--- src/rtl/pll_lock_clksel_pkg.sv ---
package pll_lock_clksel_pkg;
  localparam int STATUS_W = 32;
  localparam int IRQ_BIT  = 0;
  localparam int LOCK_BIT = 1;
  localparam int XTAL_BIT = 2;

  typedef struct packed {
    logic goFull;
    logic goDiv;
    logic setIrq;
    logic clrIrq;
  } ctrlStrobe_t;
endpackage

--- src/rtl/pll_lock_ctrl.sv ---
module pll_lock_ctrl
  import pll_lock_clksel_pkg::*;
#(
  parameter int SYNC_STAGES = 2
) (
  input  logic        clk,
  input  logic        rstN,
  input  logic        lockRaw,
  input  logic        windowEnd,
  input  logic        fullMode,
  input  logic        wrEn,
  input  logic        wrIrqBit,
  output ctrlStrobe_t strobes
);
  logic [SYNC_STAGES-1:0] syncReg;
  logic                   lockSynced;

  genvar g;
  generate
    for (g = 0; g < SYNC_STAGES; g++) begin : gSync
      if (g == 0) begin : gFirst
        always_ff @(posedge clk or negedge rstN) begin
          if (!rstN) syncReg[g] <= 1'b1;
          else       syncReg[g] <= lockRaw;
        end
      end else begin : gNext
        always_ff @(posedge clk or negedge rstN) begin
          if (!rstN) syncReg[g] <= 1'b1;
          else       syncReg[g] <= syncReg[g-1];
        end
      end
    end
  endgenerate

  assign lockSynced = syncReg[SYNC_STAGES-1];

  always_comb begin
    strobes.goFull = windowEnd && !fullMode && lockSynced;
    strobes.goDiv  = windowEnd && fullMode && !lockSynced;
    strobes.setIrq = strobes.goDiv;
    strobes.clrIrq = wrEn && wrIrqBit;
  end
endmodule

--- src/rtl/pll_lock_datapath.sv ---
module pll_lock_datapath
  import pll_lock_clksel_pkg::*;
#(
  parameter int DIV_LOG2 = 3
) (
  input  logic                clk,
  input  logic                rstN,
  input  ctrlStrobe_t         strobes,
  input  logic                xtalPin,
  output logic                windowEnd,
  output logic                fullMode,
  output logic                coreClkEn,
  output logic [STATUS_W-1:0] statusWord
);
  localparam logic [DIV_LOG2-1:0] LAST_PHASE = {DIV_LOG2{1'b1}};

  logic [DIV_LOG2-1:0] phaseCnt;
  logic                irqFlag;

  always_ff @(posedge clk or negedge rstN) begin
    if (!rstN) phaseCnt <= '0;
    else       phaseCnt <= phaseCnt + 1'b1;
  end

  assign windowEnd = (phaseCnt == LAST_PHASE);

  always_ff @(posedge clk or negedge rstN) begin
    if (!rstN)              fullMode <= 1'b1;
    else if (strobes.goFull) fullMode <= 1'b1;
    else if (strobes.goDiv)  fullMode <= 1'b0;
  end

  always_ff @(posedge clk or negedge rstN) begin
    if (!rstN)               irqFlag <= 1'b0;
    else if (strobes.setIrq) irqFlag <= 1'b1;
    else if (strobes.clrIrq) irqFlag <= 1'b0;
  end

  assign coreClkEn = fullMode || windowEnd;

  always_comb begin
    statusWord           = '0;
    statusWord[IRQ_BIT]  = irqFlag;
    statusWord[LOCK_BIT] = fullMode;
    statusWord[XTAL_BIT] = xtalPin;
  end
endmodule

--- src/rtl/pll_lock_clksel.sv ---
module pll_lock_clksel
  import pll_lock_clksel_pkg::*;
#(
  parameter int DIV_LOG2    = 3,
  parameter int SYNC_STAGES = 2
) (
  input  logic                clk,
  input  logic                rstN,
  input  logic                lockRaw,
  input  logic                xtalPin,
  input  logic                busWrEn,
  input  logic [STATUS_W-1:0] busWrData,
  output logic [STATUS_W-1:0] busRdData,
  input  logic                irqEn,
  output logic                coreClkEn,
  output logic                irq
);
  ctrlStrobe_t strobes;
  logic        windowEnd;
  logic        fullMode;

  pll_lock_ctrl #(.SYNC_STAGES(SYNC_STAGES)) uCtrl (
    .clk       (clk),
    .rstN      (rstN),
    .lockRaw   (lockRaw),
    .windowEnd (windowEnd),
    .fullMode  (fullMode),
    .wrEn      (busWrEn),
    .wrIrqBit  (busWrData[IRQ_BIT]),
    .strobes   (strobes)
  );

  pll_lock_datapath #(.DIV_LOG2(DIV_LOG2)) uData (
    .clk        (clk),
    .rstN       (rstN),
    .strobes    (strobes),
    .xtalPin    (xtalPin),
    .windowEnd  (windowEnd),
    .fullMode   (fullMode),
    .coreClkEn  (coreClkEn),
    .statusWord (busRdData)
  );

  assign irq = busRdData[IRQ_BIT] && irqEn;
endmodule

--- config.mk ---
export PLATFORM = sky130hd
export DESIGN_NAME = pll_lock_clksel
export DESIGN_NICKNAME = d
export VERILOG_FILES = /design/src/rtl/pll_lock_clksel_pkg.sv /design/src/rtl/pll_lock_ctrl.sv /design/src/rtl/pll_lock_datapath.sv /design/src/rtl/pll_lock_clksel.sv
export SDC_FILE = /design/constraint.sdc
export NUM_CORES = 1
export LEC_CHECK = 0
export BUFFER_PORTS_ARGS = -buffer_cell sky130_fd_sc_hd__buf_4
export CORE_MARGIN = 2
export CORE_UTILIZATION = 26
export CTS_BUF_LIST = sky130_fd_sc_hd__clkbuf_16
export DETAILED_ROUTE_END_ITERATION = 8
export GPL_TIMING_DRIVEN = 0
export PLACE_DENSITY_LB_ADDON = 0.1
export REMOVE_ABC_BUFFERS = 1
export SLEW_MARGIN = 40
export SYNTH_ARGS = -nofsm -noshare
export SYNTH_HDL_FRONTEND = slang
export SYNTH_SLANG_ARGS = --single-unit
--- constraint.sdc ---
create_clock -name clk -period 1.4 [get_ports clk]
set_clock_uncertainty 0.1 [all_clocks]
set_input_delay 0.21 -clock clk [delete_from_list [all_inputs] [get_ports clk]]
set_output_delay 0.21 -clock clk [all_outputs]
set_load 0.03 [all_outputs]
==> flow_summary.yaml, run 1 <==
outcome:
  status: "complete, but fails checks"
  violations: "negative setup slack"
logic_synthesis:
  ys_seq_elements: 7
  synthCells: 49
  avgSynthCellArea_sq_um: 10.1
  netlist.area_leader.share_pct: 48.4
  synth_top_area_cell: "buf_4"
  ys_seq_area_share_pct: 36.0
  synthTopCellsByArea: "buf_4, dfrtp_1, dfstp_2, ha_1, mux2_4"
  ys_warn_count: 0
  netlist_area_sq_um: 497
  synth.distinct_cells: 11
final_layout:
  multi_input_area_sq_um: 193
  fillers: 178
  regArea_sq_um: 179
  area_growth_pct: 20.7
  finalNetCount: 103
  antenna_cells: 0
  layoutNonFillerInstCount: 87
  final_core_util_pct: 34.0
  fin_area_sq_um: 599
  drive_gt1_share_pct: 33.9
worst_setup_path:
  slowest_stage: "dfrtp_1"
  worstSetupPathType: "reg2out"
  cp_slowest_stage_delay_ns: 0.37
  r2r_end: "uData.fullMode$_DFFE_PN1P_"
  cp-startpoint: "uData.phaseCnt[0]$_DFF_PN0_"
  cpLargestDelayFamily: "flip-flops"
  cp.required_ns: 1.09
  worstRegToRegCells: 5
  cp.depth: 4
  rrSetupSlack_ns: -0.01
  cp_num_buf_inv: 1
  startpoint_type: "flip-flop"
  endpoint_kind: "primary output"
  cp_data_arrival_time_ns: 1.30
  crit_path_cell_trace: "ha_2 > ha_4 > or2_4 > buf_6"
  rr_startpoint: "uData.phaseCnt[0]$_DFF_PN0_"
  cp_max_fo: 2
grt:
  grt_usage_pct: 5.16
  grt_start_max_net_pins: 8
  grt_pass1_vias: 174
  antenna_found_initial: 0
  grt_pass1_wl_um: 759
  grt-ovfl-total: 0
clocking:
  cts_buffers: 3
  htreeDepth: 1
  cts_tree: "built"
  clk_pin_slew_ns: 0.03
  clock-root-buffer: "clkbuf_16"
  clk-insertion-delay-late_ns: 0.22
  clockBufferDepth: 2
  clkSinkCount: 7
die:
  initial_core_util_pct: 28.2
  die_h_um: 47.7
  rows: 15
  core-area_sq_um: 1760
  ioPinCount: 72
  die_w_um: 47.7
  fp.dieArea_sq_um: 2280
route:
  wl_per_cell_um: 6.48
  drt-total-wl_um: 564
  drt_pass1_iterations: 1
  route.detailed.drc: 0
  initialDrtViolationCount: 0
  drt-vias-per-instance: 2.83
  drtAntennaViolNets: 0
  vias: 246
pwr:
  irDropWorstVdd_uv: 1050
  leakage_nw: 0.331
  p_per_area_nw_per_um2: 1390
  seqPwrFrac_pct: 26.1
  comb_power_share_pct: 18.3
  p_int_mw: 0.610
  total_power_mw: 0.832
  clkPwrFrac_pct: 55.6
  switching_power_mw: 0.222
  switching_share_pct: 26.7
timing:
  finalWorstSetupSlack_ns: -0.211
  finalHoldViolCount: 0
  min_period_over_period_pct: 115
  rsz0062_at_grt: "yes"
  fin_tns_setup_ns: -0.226
  final-setup-viol-count: 3
  period_needed_ns: 1.61
  finalMaxSlewViolations: 0
  fmax_ghz: 0.621
  hold_ws_ns: 0.199
run:
  drv_cap: 0
placed_design:
  routabilityCongestion: 0.525
  placement.io_buffers: 9
  placed_area_sq_um: 460
  dpl.cell_count: 79
  hpwl_um: 485
  dpl_worst_slack_ns: -0.141
hold_path:
  worstHoldPathCells: 3
  min_to: "uData.irqFlag$_DFFE_PN0P_"
  min_from: "busWrData[0]"
  hold_path_class: "in2reg"
-- repair_timing --
action                                 4_1_cts  5_1_grt
pin swaps                                    2        3
setup endpoints to repair                    1        1
hold buffers                                 2        0
buffers inserted                             1        1
endpoints found under the hold margin        8        0
gates resized for setup                      4        2
-- power groups by stage --
stage          combinational (mW)  sequential (mW)  clock, mW
3_3_place_gp                0.145            0.220          0
2_1_floorplan               0.113            0.226          0
4_1_cts                     0.152            0.217      0.473
3_5_place_dp                0.145            0.219          0
5_1_grt                     0.164            0.218      0.495
6_report                    0.152            0.217      0.462
-- kinds of logic (layout without fill, tap and decap cells) --
kind of cell    count (synthesis)  after routing  synth area share [%]
buf+inv                        34             19                  49.9
mux                             1              1                  3.02
other cells                     1             29                 0.755
compound gates                  1              1                  2.02
flops                           7              7                  36.0
fa+ha+maj                       2              2                  5.04
simple gates                    3              3                  3.28
-- cell usage after synthesis, drive strengths merged --
cell / instances
or2: 1
nand2: 1
dfstp: 3
buf: 32
and2: 1
conb: 1
mux2: 1
inv: 2
dfrtp: 4
ha: 2
a32o: 1
-- flip-flops by register name, summed over array words and instances (netlist names) --
signal / flops
uData.irqFlag: 1
uCtrl.syncReg: 1
uData.fullMode: 1
uCtrl.lockSynced: 1
uData.phaseCnt: 3
-- worst max path at each step --
stage                     end  slack [ns]
floorplan           coreClkEn       -0.02
global placement    coreClkEn       -0.15
detailed placement  coreClkEn       -0.14
CTS                 coreClkEn       -0.22
global route        coreClkEn       -0.26
finish              coreClkEn       -0.21
-- layout by cell type (no fill, tap or decap) --
cell / n
conb_1: 29
ha_4: 1
mux2_4: 1
ha_2: 1
inv_1: 3
or2_4: 1
dfrtp_1: 4
clkbuf_16: 3
dfstp_2: 3
dlygate4sd3_1: 2
buf_6: 2
and2_1: 1
a32o_1: 1
buf_4: 9
nand2_1: 1
-- worst reg2reg max path, stage by stage, from the launching register on --
cell     delay, ns
dfrtp_1       0.37
ha_2          0.20
ha_4          0.15
buf_4         0.12
buf_6         0.11
mux2_4        0.29
-- area by class of cell --
type	instances	area share (%)
Clock buffer	3	12.5
Clock inverter	1	0.626
Inverter	2	1.25
Multi-Input combinational cell	36	32.2
Sequential cell	7	29.9
Tap cell	25	5.22
Timing Repair Buffer	13	18.4
-- per-layer routing --
layer  vias to the layer above  track usage (%)  wire [um]
li1                        114                -          -
met1                       105             6.70        208
met2                        27             5.60        237
met3                         0             5.28        118
met4                         0             1.62          0
met5                         -                0          0
Power figures use the tool's default switching activity.
==> inputs of run 2 (changes only) <==
CORE_ASPECT_RATIO = 1.4   (was not set)
GPL_ROUTABILITY_DRIVEN = 0   (was not set)
==> flow_summary.yaml, run 2 (synthesis gave the netlist of run 1 again) <==
worst_setup_path:
  cp_data_arrival_time_ns: 1.31
  cp.required_ns: 1.09
  startpoint_type: "flip-flop"
  endpoint_kind: "primary output"
  worstRegToRegCells: 4
  worstSetupPathType: "reg2out"
  cp_max_fo: 2
placed_design:
  dpl.cell_count: 74
  placement.io_buffers: 9
  placed_area_sq_um: 454
  hpwl_um: 446
  dpl_worst_slack_ns: -0.136
route:
  vias: 250
  drt-total-wl_um: 625
  drt-vias-per-instance: 3.09
  drt_pass1_iterations: 2
  initialDrtViolationCount: 1
  drtAntennaViolNets: 0
  route.detailed.drc: 0
  wl_per_cell_um: 7.72
timing:
  finalHoldViolCount: 0
  final-setup-viol-count: 1
  finalMaxSlewViolations: 0
  fin_tns_setup_ns: -0.218
  period_needed_ns: 1.62
  min_period_over_period_pct: 116
  fmax_ghz: 0.618
  hold_ws_ns: 0.182
  finalWorstSetupSlack_ns: -0.218
  rsz0062_at_grt: "yes"
final_layout:
  area_growth_pct: 17.4
  layoutNonFillerInstCount: 81
  largest_register: "uData.phaseCnt"
  fillers: 190
  fin_area_sq_um: 583
  largest_register_ffs: 3
  drive_gt1_share_pct: 34.4
  final_cell_mix: "conb_1, buf_4, dfrtp_1"
  final_common_cell: "conb_1"
  finalNetCount: 102
  antenna_cells: 0
  final_core_util_pct: 32.8
die:
  die_w_um: 40.9
  die_h_um: 55.7
  fp.dieArea_sq_um: 2280
  core-area_sq_um: 1780
  rows: 18
  ioPinCount: 72
  initial_core_util_pct: 27.9
clocking:
  clockBufferDepth: 2
  cts_tree: "built"
  clkSinkCount: 7
  clk-insertion-delay-late_ns: 0.23
  htreeDepth: 1
  clk_pin_slew_ns: 0.04
  clock-root-buffer: "clkbuf_16"
  cts_buffers: 3
hold_path:
  worstHoldPathCells: 3
  hold_path_class: "in2reg"
outcome:
  status: "complete, but fails checks"
  violations: "negative setup slack"
pwr:
  leakage_nw: 0.324
  p_per_area_nw_per_um2: 1460
  total_power_mw: 0.850
  irDropWorstVdd_uv: 994
grt:
  grt-ovfl-total: 0
  grt_pass1_vias: 232
  grt_start_max_net_pins: 8
  antenna_found_initial: 0
  grt_pass1_wl_um: 952
  grt_usage_pct: 6.44
run:
  drv_cap: 0
-- run 2: cell types whose count changed in the layout (fill, tap and decap cells not counted) --
cell / previous run / this run
buf_6: 2 / 1
clkinv_2: 0 / 1
inv_1: 3 / 2
-- run 2: power breakdown --
part           internal (mW)  switching, mW  total (mW)
registers              0.213        0.00382       0.217
clock network          0.374          0.106       0.481
logic                 0.0268          0.125       0.152
total                  0.614          0.235       0.850
-- run 2: what timing repair did --
action / CTS / global route
setup endpoints to repair: 1 / 1
setup buffers: 1 / 0
pin swaps: 1 / 0
resized for setup: 5 / 0
gates cloned: 0 / 0
hold buffers: 2 / 0
endpoints found under the hold margin: 8 / 0
-- run 2: layout make-up --
cell class | count | area (sq um) | share of cell area, %
Clock buffer | 3 | 75.1 | 12.9
Clock inverter | 1 | 5.00 | 0.858
Inverter | 2 | 7.51 | 1.29
Multi-Input combinational cell | 36 | 193 | 33.0
Sequential cell | 7 | 179 | 30.7
Tap cell | 20 | 25.0 | 4.29
Timing Repair Buffer | 12 | 98.8 | 17.0
-- run 2: worst max-delay path: stages, from the launching register on --
cell and delay [ns]:
dfrtp_1 0.37, ha_2 0.19, ha_4 0.16, or2_4 0.22, buf_6 0.14
-- run 2: metal layers --
| metal | track usage (%) | vias to the layer above | wire (um) |
|---|---|---|---|
| met3 | 6.40 | 0 | 127 |
| li1 | - | 113 | - |
| met2 | 9.82 | 27 | 326 |
| met5 | 0 | - | 0 |
| met1 | 5.82 | 110 | 170 |
| met4 | 1.43 | 0 | 0 |
-- run 2: worst paths after layout --
| check | start | end | slack, ns |
|---|---|---|---|
| min in group asynchronous | rstN | uData.phaseCnt[1]$_DFF_PN0_ | 0.23 |
| setup reg to reg | uData.phaseCnt[0]$_DFF_PN0_ | uData.fullMode$_DFFE_PN1P_ | 0.09 |
| hold reg to reg | uCtrl.syncReg[0]$_DFF_PN1_ | uCtrl.lockSynced$_DFF_PN1_ | 0.25 |
| max in group asynchronous | rstN | uData.fullMode$_DFFE_PN1P_ | 0.76 |
| hold / removal | busWrData[0] | uData.irqFlag$_DFFE_PN0P_ | 0.18 |
| setup / recovery | uData.phaseCnt[0]$_DFF_PN0_ | coreClkEn | -0.22 |
==> inputs of run 3 (changes only) <==
CORE_ASPECT_RATIO = not set   (was 1.4)
SETUP_SLACK_MARGIN = 0.4   (was not set)
==> flow_summary.yaml, run 3 (synthesis gave the netlist of run 1 again) <==
grt:
  grt_usage_pct: 5.01
  use_met3_pct: 5.28
  grt_start_max_net_pins: 8
  top_usage_layer: "met1"
  grt_use_met1_pct: 6.24
  antenna_found_initial: 0
  grt_pass1_wl_um: 731
  grtUsageMet2_pct: 5.60
  grt_pass1_vias: 169
  grt-ovfl-total: 0
route:
  drt-total-wl_um: 593
  drt_pass1_iterations: 1
  drt-vias-per-instance: 2.93
  route.detailed.drc: 0
  drtAntennaViolNets: 0
  initialDrtViolationCount: 0
  vias: 261
  wl_per_cell_um: 6.66
placed_design:
  placement.io_buffers: 9
  hpwl_um: 485
worst_setup_path:
  startpoint_type: "flip-flop"
  worstSetupPathType: "reg2out"
  cp_max_fo: 2
  cp.required_ns: 1.09
  endpoint_kind: "primary output"
  cp_data_arrival_time_ns: 1.30
pwr:
  total_power_mw: 0.843
  irDropWorstVdd_uv: 1130
  p_per_area_nw_per_um2: 1320
  leakage_nw: 0.348
clocking:
  clk-insertion-delay-late_ns: 0.22
  clock-root-buffer: "clkbuf_16"
  cts_buffers: 3
  cts_tree: "built"
  clockBufferDepth: 2
  clkSinkCount: 7
  htreeDepth: 1
  clk_pin_slew_ns: 0.03
hold_path:
  hold_path_class: "in2reg"
die:
  core-area_sq_um: 1760
  rows: 15
  ioPinCount: 72
  fp.dieArea_sq_um: 2280
  initial_core_util_pct: 28.2
  die_h_um: 47.7
  die_w_um: 47.7
timing:
  hold_ws_ns: 0.197
  finalWorstSetupSlack_ns: -0.212
  rsz0062_at_grt: "yes"
  finalHoldViolCount: 0
  finalMaxSlewViolations: 0
  period_needed_ns: 1.61
  min_period_over_period_pct: 115
  fmax_ghz: 0.620
  final-setup-viol-count: 2
final_layout:
  final_common_cell: "conb_1"
  area_growth_pct: 28.5
  finalNetCount: 105
  largest_register_ffs: 3
  final_cell_mix: "conb_1, buf_4, buf_6"
  antenna_cells: 0
  largest_register: "uData.phaseCnt"
  final_core_util_pct: 36.2
  drive_gt1_share_pct: 37.5
outcome:
  violations: "negative setup slack"
  status: "complete, but fails checks"
run:
  drv_cap: 0
-- run 3: layout make-up --
class / instances / area, sq um
Sequential cell: 7 / 179
Tap cell: 25 / 31.3
Timing Repair Buffer: 15 / 136
Inverter: 2 / 7.51
Clock buffer: 3 / 75.1
Multi-Input combinational cell: 36 / 205
Clock inverter: 1 / 3.75
Fill cell: 174 / 1130
-- run 3: layer usage --
metal,share of wire (%),vias to the layer above,wire (um)
met5,0,-,0
met4,0,0,0
met3,20,0,116
met2,46,27,275
met1,34,115,201
li1,-,119,-
-- run 3: power by group --
part           switching (mW)  internal (mW)
Clock                  0.0936          0.370
Sequential            0.00431          0.213
Combinational           0.127         0.0343
-- run 3: path summary, 6_finish.rpt --
kind	depth (start not counted)	end	slack (ns)	startpoint
hold / removal	3	uData.irqFlag$_DFFE_PN0P_	0.20	busWrData[0]
max in group asynchronous	2	uCtrl.lockSynced$_DFF_PN1_	0.77	rstN
min in group asynchronous	2	uData.irqFlag$_DFFE_PN0P_	0.23	rstN
setup / recovery	4	coreClkEn	-0.21	uData.phaseCnt[0]$_DFF_PN0_
setup reg to reg	5	uData.fullMode$_DFFE_PN1P_	-0.01	uData.phaseCnt[0]$_DFF_PN0_
hold reg to reg	0	uCtrl.lockSynced$_DFF_PN1_	0.25	uCtrl.syncReg[0]$_DFF_PN1_
-- run 3: worst max-delay path, stage by stage, from the launching register on --
cell	delay [ns]
dfrtp_1	0.40
ha_4	0.18
ha_4	0.15
or2_4	0.22
buf_6	0.14
-- run 3: timing repair --
item                                   CTS  global route
endpoints found under the hold margin    8             0
setup buffers                            4             0
setup endpoints to repair                7             7
gates resized for setup                 10             1
gates cloned                             0             0
hold buffers                             2             0
pin swaps                                4             1
-- run 3: through the flow --
step	instance area, sq um	setup TNS (ns)	setup WS [ns]	cells
global placement	460	-0.149	-0.149	79
finish	638	-0.227	-0.212	89
floorplan	362	-0.0232	-0.0232	45
global route	638	-0.331	-0.256	89
detailed placement	460	-0.141	-0.141	79
CTS	628	-0.224	-0.214	89
